### src/rtl/fm_fe_pkg.sv
`timescale 1ns/1ps
package fm_fe_pkg;
  localparam int NUM_CH      = 6;
  localparam int CH_PER_BANK = NUM_CH / 2;
  localparam int SLOT_W      = $clog2(NUM_CH);
  localparam int ADDR_W      = 8;
  localparam int DATA_W      = 8;
  localparam int CLK_DIV     = 6;
  localparam int TA_W        = 10;
  localparam int TB_W        = 8;
  localparam int TB_PRE_W    = 4;
  localparam int KEY_W       = 6;
  localparam logic [3:0] GLOBAL_HI = 4'h2;
  localparam logic [ADDR_W-1:0] CHAN_BASE = 8'h30;

  typedef enum logic [1:0] {
    AK_NONE   = 2'd0,
    AK_GLOBAL = 2'd1,
    AK_CHAN   = 2'd2
  } addr_kind_e;
endpackage

### src/rtl/fm_fe_decode.sv
`timescale 1ns/1ps
module fm_fe_decode
  import fm_fe_pkg::*;
(
  input  logic              bank_i,
  input  logic [ADDR_W-1:0] addr_i,
  output addr_kind_e        kind_o,
  output logic [SLOT_W-1:0] ch_o
);
  logic [1:0] lo;
  assign lo = addr_i[1:0];

  always_comb begin
    kind_o = AK_NONE;
    if (addr_i[ADDR_W-1:ADDR_W-4] == GLOBAL_HI)
      kind_o = AK_GLOBAL;
    else if (addr_i >= CHAN_BASE && int'(lo) < CH_PER_BANK)
      kind_o = AK_CHAN;
    ch_o = SLOT_W'(lo) + (bank_i ? SLOT_W'(CH_PER_BANK) : SLOT_W'(0));
  end
endmodule

### src/rtl/fm_fe_pending.sv
`timescale 1ns/1ps
module fm_fe_pending
  import fm_fe_pkg::*;
(
  input  logic              clk_i,
  input  logic              rst_ni,
  input  logic              tick_i,
  input  logic [SLOT_W-1:0] slot_i,
  input  logic              req_i,
  input  logic [SLOT_W-1:0] req_ch_i,
  input  logic [ADDR_W-1:0] req_addr_i,
  input  logic [DATA_W-1:0] req_data_i,
  output logic              busy_o,
  output logic              commit_o,
  output logic [SLOT_W-1:0] commit_ch_o,
  output logic [ADDR_W-1:0] commit_addr_o,
  output logic [DATA_W-1:0] commit_data_o
);
  logic              busy_q;
  logic [SLOT_W-1:0] pend_ch_q;
  logic [ADDR_W-1:0] pend_addr_q;
  logic [DATA_W-1:0] pend_data_q;

  // release only when the sequencer reaches the owning channel
  assign commit_o = busy_q & tick_i & (slot_i == pend_ch_q);

  always_ff @(posedge clk_i or negedge rst_ni) begin
    if (!rst_ni) begin
      busy_q      <= 1'b0;
      pend_ch_q   <= '0;
      pend_addr_q <= '0;
      pend_data_q <= '0;
    end else if (req_i && !busy_q) begin
      busy_q      <= 1'b1;
      pend_ch_q   <= req_ch_i;
      pend_addr_q <= req_addr_i;
      pend_data_q <= req_data_i;
    end else if (commit_o) begin
      busy_q <= 1'b0;
    end
  end

  assign busy_o        = busy_q;
  assign commit_ch_o   = pend_ch_q;
  assign commit_addr_o = pend_addr_q;
  assign commit_data_o = pend_data_q;

  p_busy_set_r2: assert property (@(posedge clk_i) disable iff (!rst_ni)
    req_i && !busy_q |=> busy_q && pend_ch_q == $past(req_ch_i));
  p_commit_clear_r3: assert property (@(posedge clk_i) disable iff (!rst_ni)
    commit_o |=> !busy_q);
  p_drop_r4: assert property (@(posedge clk_i) disable iff (!rst_ni)
    busy_q && !commit_o |=> busy_q && $stable(pend_ch_q)
      && $stable(pend_addr_q) && $stable(pend_data_q));
endmodule

### src/rtl/fm_fe_timer.sv
`timescale 1ns/1ps
module fm_fe_timer #(
  parameter int CNT_W = 10,
  parameter int PRE_W = 0
) (
  input  logic             clk_i,
  input  logic             rst_ni,
  input  logic             tick_i,
  input  logic             run_i,
  input  logic             flag_en_i,
  input  logic             clr_i,
  input  logic [CNT_W-1:0] reload_i,
  output logic             flag_o
);
  logic             step;
  logic             wrap;
  logic [CNT_W-1:0] cnt_q;
  logic             flag_q;

  generate
    if (PRE_W == 0) begin : g_direct
      assign step = tick_i & run_i;
    end else begin : g_pre
      logic [PRE_W-1:0] pre_q;
      always_ff @(posedge clk_i or negedge rst_ni) begin
        if (!rst_ni)     pre_q <= '0;
        else if (!run_i) pre_q <= '0;
        else if (tick_i) pre_q <= pre_q + 1'b1;
      end
      assign step = tick_i & run_i & (pre_q == '1);
    end
  endgenerate

  assign wrap = step & (cnt_q == '1);

  always_ff @(posedge clk_i or negedge rst_ni) begin
    if (!rst_ni)     cnt_q <= '0;
    else if (!run_i) cnt_q <= reload_i;
    else if (step)   cnt_q <= wrap ? reload_i : cnt_q + 1'b1;
  end

  always_ff @(posedge clk_i or negedge rst_ni) begin
    if (!rst_ni)                flag_q <= 1'b0;
    else if (clr_i)             flag_q <= 1'b0;
    else if (wrap && flag_en_i) flag_q <= 1'b1;
  end

  assign flag_o = flag_q;

  p_flag_rise_r8: assert property (@(posedge clk_i) disable iff (!rst_ni)
    $rose(flag_q) |-> $past(run_i) && $past(flag_en_i));
  p_flag_clr_r10: assert property (@(posedge clk_i) disable iff (!rst_ni)
    clr_i |=> !flag_q);
endmodule

### src/rtl/fm_reg_frontend.sv
`timescale 1ns/1ps
module fm_reg_frontend
  import fm_fe_pkg::*;
#(
  parameter int DIV      = CLK_DIV,
  parameter int TB_PRE   = TB_PRE_W
) (
  input  logic              clk_i,
  input  logic              rst_ni,
  input  logic              wr_en_i,
  input  logic              bank_i,
  input  logic [ADDR_W-1:0] addr_i,
  input  logic [DATA_W-1:0] data_i,
  input  logic [SLOT_W-1:0] slot_i,
  output logic              busy_o,
  output logic [7:0]        status_o,
  output logic              irq_o,
  output logic [DATA_W:0]   dac_o,
  output logic [KEY_W-1:0]  keyon_o,
  output logic              commit_valid_o,
  output logic [SLOT_W-1:0] commit_ch_o,
  output logic [ADDR_W-1:0] commit_addr_o,
  output logic [DATA_W-1:0] commit_data_o
);
  localparam int DIV_W = $clog2(DIV);
  localparam int TA_HI = TA_W - 2;

  // internal processing tick
  logic [DIV_W-1:0] div_q;
  logic             tick;
  always_ff @(posedge clk_i or negedge rst_ni) begin
    if (!rst_ni)                         div_q <= '0;
    else if (div_q == DIV_W'(DIV - 1))   div_q <= '0;
    else                                 div_q <= div_q + 1'b1;
  end
  assign tick = (div_q == DIV_W'(DIV - 1));

  addr_kind_e        kind;
  logic [SLOT_W-1:0] wr_ch;
  fm_fe_decode u_decode (
    .bank_i (bank_i),
    .addr_i (addr_i),
    .kind_o (kind),
    .ch_o   (wr_ch)
  );

  logic g_we, c_we;
  assign g_we = wr_en_i && kind == AK_GLOBAL;
  assign c_we = wr_en_i && kind == AK_CHAN;

  // global registers: never gated by busy
  logic [TA_HI-1:0]  ta_hi_q;
  logic [1:0]        ta_lo_q;
  logic [TB_W-1:0]   tb_q;
  logic [3:0]        ctrl_q;
  logic [KEY_W-1:0]  keyon_q;
  logic [DATA_W-1:0] dac_hi_q;
  logic              dac_lo_q;

  always_ff @(posedge clk_i or negedge rst_ni) begin
    if (!rst_ni) begin
      ta_hi_q  <= '0;
      ta_lo_q  <= '0;
      tb_q     <= '0;
      ctrl_q   <= '0;
      keyon_q  <= '0;
      dac_hi_q <= '0;
      dac_lo_q <= 1'b0;
    end else if (g_we) begin
      case (addr_i[3:0])
        4'h4: ta_hi_q  <= data_i[DATA_W-1:DATA_W-TA_HI];
        4'h5: ta_lo_q  <= data_i[1:0];
        4'h6: tb_q     <= data_i[TB_W-1:0];
        4'h7: ctrl_q   <= data_i[3:0];
        4'h8: keyon_q  <= {data_i[7:4], data_i[1:0]};
        4'hA: dac_hi_q <= data_i;
        4'hC: dac_lo_q <= data_i[3];
        default: ;
      endcase
    end
  end

  logic clr_a, clr_b;
  assign clr_a = g_we && addr_i[3:0] == 4'h7 && data_i[4];
  assign clr_b = g_we && addr_i[3:0] == 4'h7 && data_i[5];

  logic flag_a, flag_b;
  fm_fe_timer #(.CNT_W(TA_W), .PRE_W(0)) u_timer_a (
    .clk_i     (clk_i),
    .rst_ni    (rst_ni),
    .tick_i    (tick),
    .run_i     (ctrl_q[0]),
    .flag_en_i (ctrl_q[2]),
    .clr_i     (clr_a),
    .reload_i  ({ta_hi_q, ta_lo_q}),
    .flag_o    (flag_a)
  );
  fm_fe_timer #(.CNT_W(TB_W), .PRE_W(TB_PRE)) u_timer_b (
    .clk_i     (clk_i),
    .rst_ni    (rst_ni),
    .tick_i    (tick),
    .run_i     (ctrl_q[1]),
    .flag_en_i (ctrl_q[3]),
    .clr_i     (clr_b),
    .reload_i  (tb_q),
    .flag_o    (flag_b)
  );

  logic busy;
  fm_fe_pending u_pending (
    .clk_i         (clk_i),
    .rst_ni        (rst_ni),
    .tick_i        (tick),
    .slot_i        (slot_i),
    .req_i         (c_we),
    .req_ch_i      (wr_ch),
    .req_addr_i    (addr_i),
    .req_data_i    (data_i),
    .busy_o        (busy),
    .commit_o      (commit_valid_o),
    .commit_ch_o   (commit_ch_o),
    .commit_addr_o (commit_addr_o),
    .commit_data_o (commit_data_o)
  );

  assign busy_o   = busy;
  assign status_o = {busy, 5'b0, flag_b, flag_a};
  assign irq_o    = flag_a & flag_b;
  assign dac_o    = {dac_hi_q, dac_lo_q};
  assign keyon_o  = keyon_q;

  p_tick_gap_r3: assert property (@(posedge clk_i) disable iff (!rst_ni)
    tick |=> !tick);
  p_dac_hi_r5: assert property (@(posedge clk_i) disable iff (!rst_ni)
    wr_en_i && addr_i == 8'h2A |=> dac_o[DATA_W:1] == $past(data_i));
  p_key_r6: assert property (@(posedge clk_i) disable iff (!rst_ni)
    wr_en_i && addr_i == 8'h28 |=> keyon_o[1:0] == $past(data_i[1:0]));
  p_ignore_r7: assert property (@(posedge clk_i) disable iff (!rst_ni)
    wr_en_i && addr_i < 8'h20 |=> $stable(dac_o) && $stable(keyon_o));
endmodule

### config.mk
export PLATFORM = sky130hd
export DESIGN_NAME = fm_reg_frontend
export DESIGN_NICKNAME = d
export VERILOG_FILES = /design/src/rtl/fm_fe_pkg.sv /design/src/rtl/fm_fe_decode.sv /design/src/rtl/fm_fe_pending.sv /design/src/rtl/fm_fe_timer.sv /design/src/rtl/fm_reg_frontend.sv
export SDC_FILE = /design/constraint.sdc
export NUM_CORES = 1
export LEC_CHECK = 0
export ABC_AREA = 1
export BUFFER_PORTS_ARGS = -buffer_cell sky130_fd_sc_hd__buf_2
export CAP_MARGIN = 20
export CELL_PAD_IN_SITES_DETAIL_PLACEMENT = 0
export CELL_PAD_IN_SITES_GLOBAL_PLACEMENT = 1
export CORE_MARGIN = 3
export CORE_UTILIZATION = 43
export CTS_BUF_LIST = sky130_fd_sc_hd__clkbuf_2 sky130_fd_sc_hd__clkbuf_4 sky130_fd_sc_hd__clkbuf_8
export DETAILED_ROUTE_END_ITERATION = 12
export GPL_ROUTABILITY_DRIVEN = 0
export PLACE_DENSITY_LB_ADDON = 0.1
export SLEW_MARGIN = 20
export SYNTH_ARGS = -nofsm -noshare
export SYNTH_HDL_FRONTEND = slang
export SYNTH_HIERARCHICAL = 1
export SYNTH_SLANG_ARGS = --single-unit
### constraint.sdc
create_clock -name clk_i -period 2.1 [get_ports clk_i]
set_clock_uncertainty 0.05 [all_clocks]
set_input_delay 0.21 -clock clk_i [delete_from_list [all_inputs] [get_ports clk_i]]
set_output_delay 0.21 -clock clk_i [all_outputs]
set_load 0.1 [all_outputs]
==> impl_metrics.csv <==
group,metric,value,unit
clock_tree,clk_pin_slew_worst_paths,0.08,ns
layout,syn_to_final_growth,15.4,%
worst_setup_path,crit_type,"register to primary output",
clock_tree,worst_skew_pair.late_latency,0.35,ns
global_routing,globalRouteTotalUtil,19.6,%
clock_tree,cts_buffers,9,
floorplanning,core-area,9860,um^2
global_routing,antenna_found_initial,0,
clock_tree,htreeDepth,3,
yosys,syn_area_per_cell,7.66,um^2
route,drt-pass1-iter-count,4,
global_routing,overflow,0,
timing,slew_viol_final,0,
placement,place_ws,0.205,ns
timing,setup_slack,0.159,ns
route,drtIter0Drc,145,
placement,dp_cells,764,
route,drt-total-wl,10300,um
route,ant_nets,0,
layout,drive_gt1_share,19.0,%
global_routing,grt_pass1_vias,3699,
worst_setup_path,path_cells,"nand2_1 > nor2_4 > nand2_1 > inv_1 > nand2_1 > nor2_1 > and2_2 > buf_12",
yosys,synth_top_area_share,47.8,%
floorplanning,rows,36,
worst_setup_path,crit_arrival,1.68,ns
yosys,synth_area_leaders,"dfrtp_1, nand2_1, nand3_1, inv_1, nor2_1",
yosys,syn_inst,574,
worst_setup_path,start_kind,"register",
layout,fin_cells,780,
floorplanning,die_area,11500,um^2
status,status,"completed",
worst_setup_path,crit_buf_inv,2,
clock_tree,postCtsSetupRepairBufs,0,
worst_setup_path,max_stage_delay,0.38,ns
yosys,synth_cell_types,32,
worst_setup_path,crit_path_top_delay_cell,"dfrtp_1",
flow_run,cap_violations,0,
yosys,synth_top_family_by_area,"simple AND/OR/NAND/NOR gates",
clock_tree,root_buffer,"clkbuf_8",
worst_setup_path,crit_fanout,6,
route,wl_per_cell,13.2,um
floorplanning,initial_core_util,44.6,%
route,drt-vias-per-instance,4.80,
layout,final_common_cell,"nand2_1",
route,num_vias,3742,
floorplanning,die_y,107,um
power_and_ir_drop,vdd_drop_max,1.06,mV
global_routing,grt_first_pass_wirelength,17700,um
yosys,synthSimpleGateAreaFrac,38.9,%
global_routing,grt_max_degree,38,
yosys,yosys_warnings,6,
timing,period_share,92.4,%
yosys,synthMuxAreaShare,0,%
yosys,yosys.area.top_type,"dfrtp_1",
timing,max_freq,0.515,GHz
clock_tree,cts_buffer_depth,2,
worst_setup_path,crit_path_end_kind,"primary output",
clock_tree,clock_sinks,84,
layout,layout_common_cells,"nand2_1, nand3_1, dfrtp_1, buf_2, inv_1",
placement,dpl.hpwl,7470,um
route,drc,0,
timing,hold_viol_final,0,
placement,io_buffers,62,
floorplanning,die_x,107,um
yosys,netlist_area,4400,um^2
yosys,synth_seq_cells,84,
power_and_ir_drop,p_leak,2.84,nW
layout,final_util,51.4,%
yosys,ys_seq_area_share,47.8,%
timing,setup-violations-final,0,
floorplanning,io_pins,68,
min_path,hold_path_class,"primary input to register",
layout,diodes,0,
yosys,synthAdderAreaFrac,1.59,%
timing,fin_tns_setup,0,ns
yosys,synthXorXnorAreaFrac,1.39,%
clock_tree,cts_tree,"built",
timing,finalCriticalPeriod,1.94,ns
worst_setup_path,required,1.84,ns
yosys,synth_compound_area_share,1.94,%
worst_setup_path,path_delay_family,"simple AND/OR/NAND/NOR gates",
layout,finalNetCount,671,
worst_setup_path,cpMostUsedCell,"nand2_1",
timing,rsz0062_at_grt,"no",
power_and_ir_drop,power_density,1030,nW/um^2
==> worst min-delay path: stages <==
cell     delay (ns)
buf_2          0.10
nand3_1        0.07
nand2_1        0.06
==> per-layer routing <==
metal / vias up / part of all wire, % / track usage [%]
li1: 1928 / - / -
met2: 72 / 45 / 31.3
met1: 1732 / 49 / 26.4
met3: 10 / 5.0 / 4.09
met4: 0 / 1.4 / 7.12
met5: - / 0 / 0
==> cell type report <==
type,instances,area [um^2]
clock buffers,13,160
clock inverters,2,35.0
fillers,1009,4790
inverters,59,221
multi-input cells,415,1950
flip-flops and latches,84,2100
well taps,133,166
repair buffers,74,433
==> sequential cells by signal, summed over array words and instances, names as in the netlist <==
name	cells
ctrl_q	4
dac_hi_q	8
dac_lo_q	1
div_q	3
keyon_o	6
ta_hi_q	8
ta_lo_q	2
tb_q	8
u_pending/busy_o	1
u_pending/commit_addr_o	8
u_pending/commit_ch_o	3
u_pending/commit_data_o	8
u_timer_a/cnt_q	10
u_timer_a/flag_o	1
u_timer_b/cnt_q	8
u_timer_b/flag_o	1
u_timer_b/g_pre.pre_q	4
==> worst paths after layout <==
| check | start | endpoint | slack, ns | cells after the start |
|---|---|---|---|---|
| setup / recovery | div_q[0] | commit_valid_o | 0.16 | 8 |
| hold / removal | addr_i[5] | u_pending/commit_addr_o[5] | 0.07 | 3 |
| setup reg to reg | u_timer_a/cnt_q[0] | u_timer_a/cnt_q[9] | 0.36 | 9 |
| hold reg to reg | dac_hi_q[0] | dac_hi_q[0] | 0.42 | 2 |
| max in group asynchronous | rst_ni | u_pending/commit_data_o[1] | 1.10 | 3 |
| min in group asynchronous | rst_ni | tb_q[4] | 0.29 | 2 |
==> stage by stage <==
| stage | hold WS, ns | instance area, um^2 | power [W] |
|---|---|---|---|
| after global routing | 0.0727 | 5070 | 0.00547 |
| after detailed placement | 0.119 | 4860 | 0.00409 |
| after CTS | 0.0563 | 5070 | 0.00528 |
| after global placement | 0.118 | 4860 | 0.00407 |
| final | 0.0662 | 5070 | 0.00522 |
| after floorplan | -0.136 | 4410 | 0.00372 |
==> timing repair <==
item	4_1_cts	5_1_grt
setup endpoints to repair	1	1
hold buffers	1	0
gates cloned	0	0
hold endpoints to repair	28	0
resized for setup	1	1
==> cells by family (layout without fill, tap and decap cells) <==
group	count (synthesis)	after routing
xor gates and xnor gates	7	7
other	1	5
and+or+nand+nor	383	383
adders and majority gates	5	5
buffers and inverters	79	148
DFF	84	84
AOI/OAI and AO/OA	15	15
==> synthesized netlist by cell type <==
| library cell | count |
|---|---|
| nand3_4 | 2 |
| nor2_8 | 1 |
| buf_2 | 3 |
| xnor2_1 | 4 |
| nand2_1 | 223 |
| ha_1 | 4 |
| inv_1 | 53 |
| nor2_2 | 10 |
| xor2_1 | 3 |
| o21ai_0 | 3 |
| nand4_1 | 4 |
| and2_1 | 1 |
| buf_6 | 1 |
| nor2_4 | 1 |
| fa_1 | 1 |
| dfrtp_1 | 84 |
| nand3_1 | 96 |
| or2_2 | 1 |
| a21oi_1 | 9 |
| nand2_2 | 5 |
| inv_2 | 6 |
| nor3_4 | 1 |
| a21oi_2 | 2 |
| o21bai_1 | 1 |
| nor3_2 | 1 |
| conb_1 | 1 |
| nand2_4 | 2 |
| nand3_2 | 1 |
| nand3b_1 | 2 |
| nor2_1 | 32 |
| buf_4 | 15 |
| clkbuf_1 | 1 |
==> report_power, final <==
group | total [W] | switching [W] | internal (W)
combinational | 0.00209 | 0.00181 | 0.000283
clock | 0.00117 | 0.000556 | 0.000615
sequential | 0.00196 | 0.000136 | 0.00182
No activity file was read; power rests on OpenSTA's default activity.
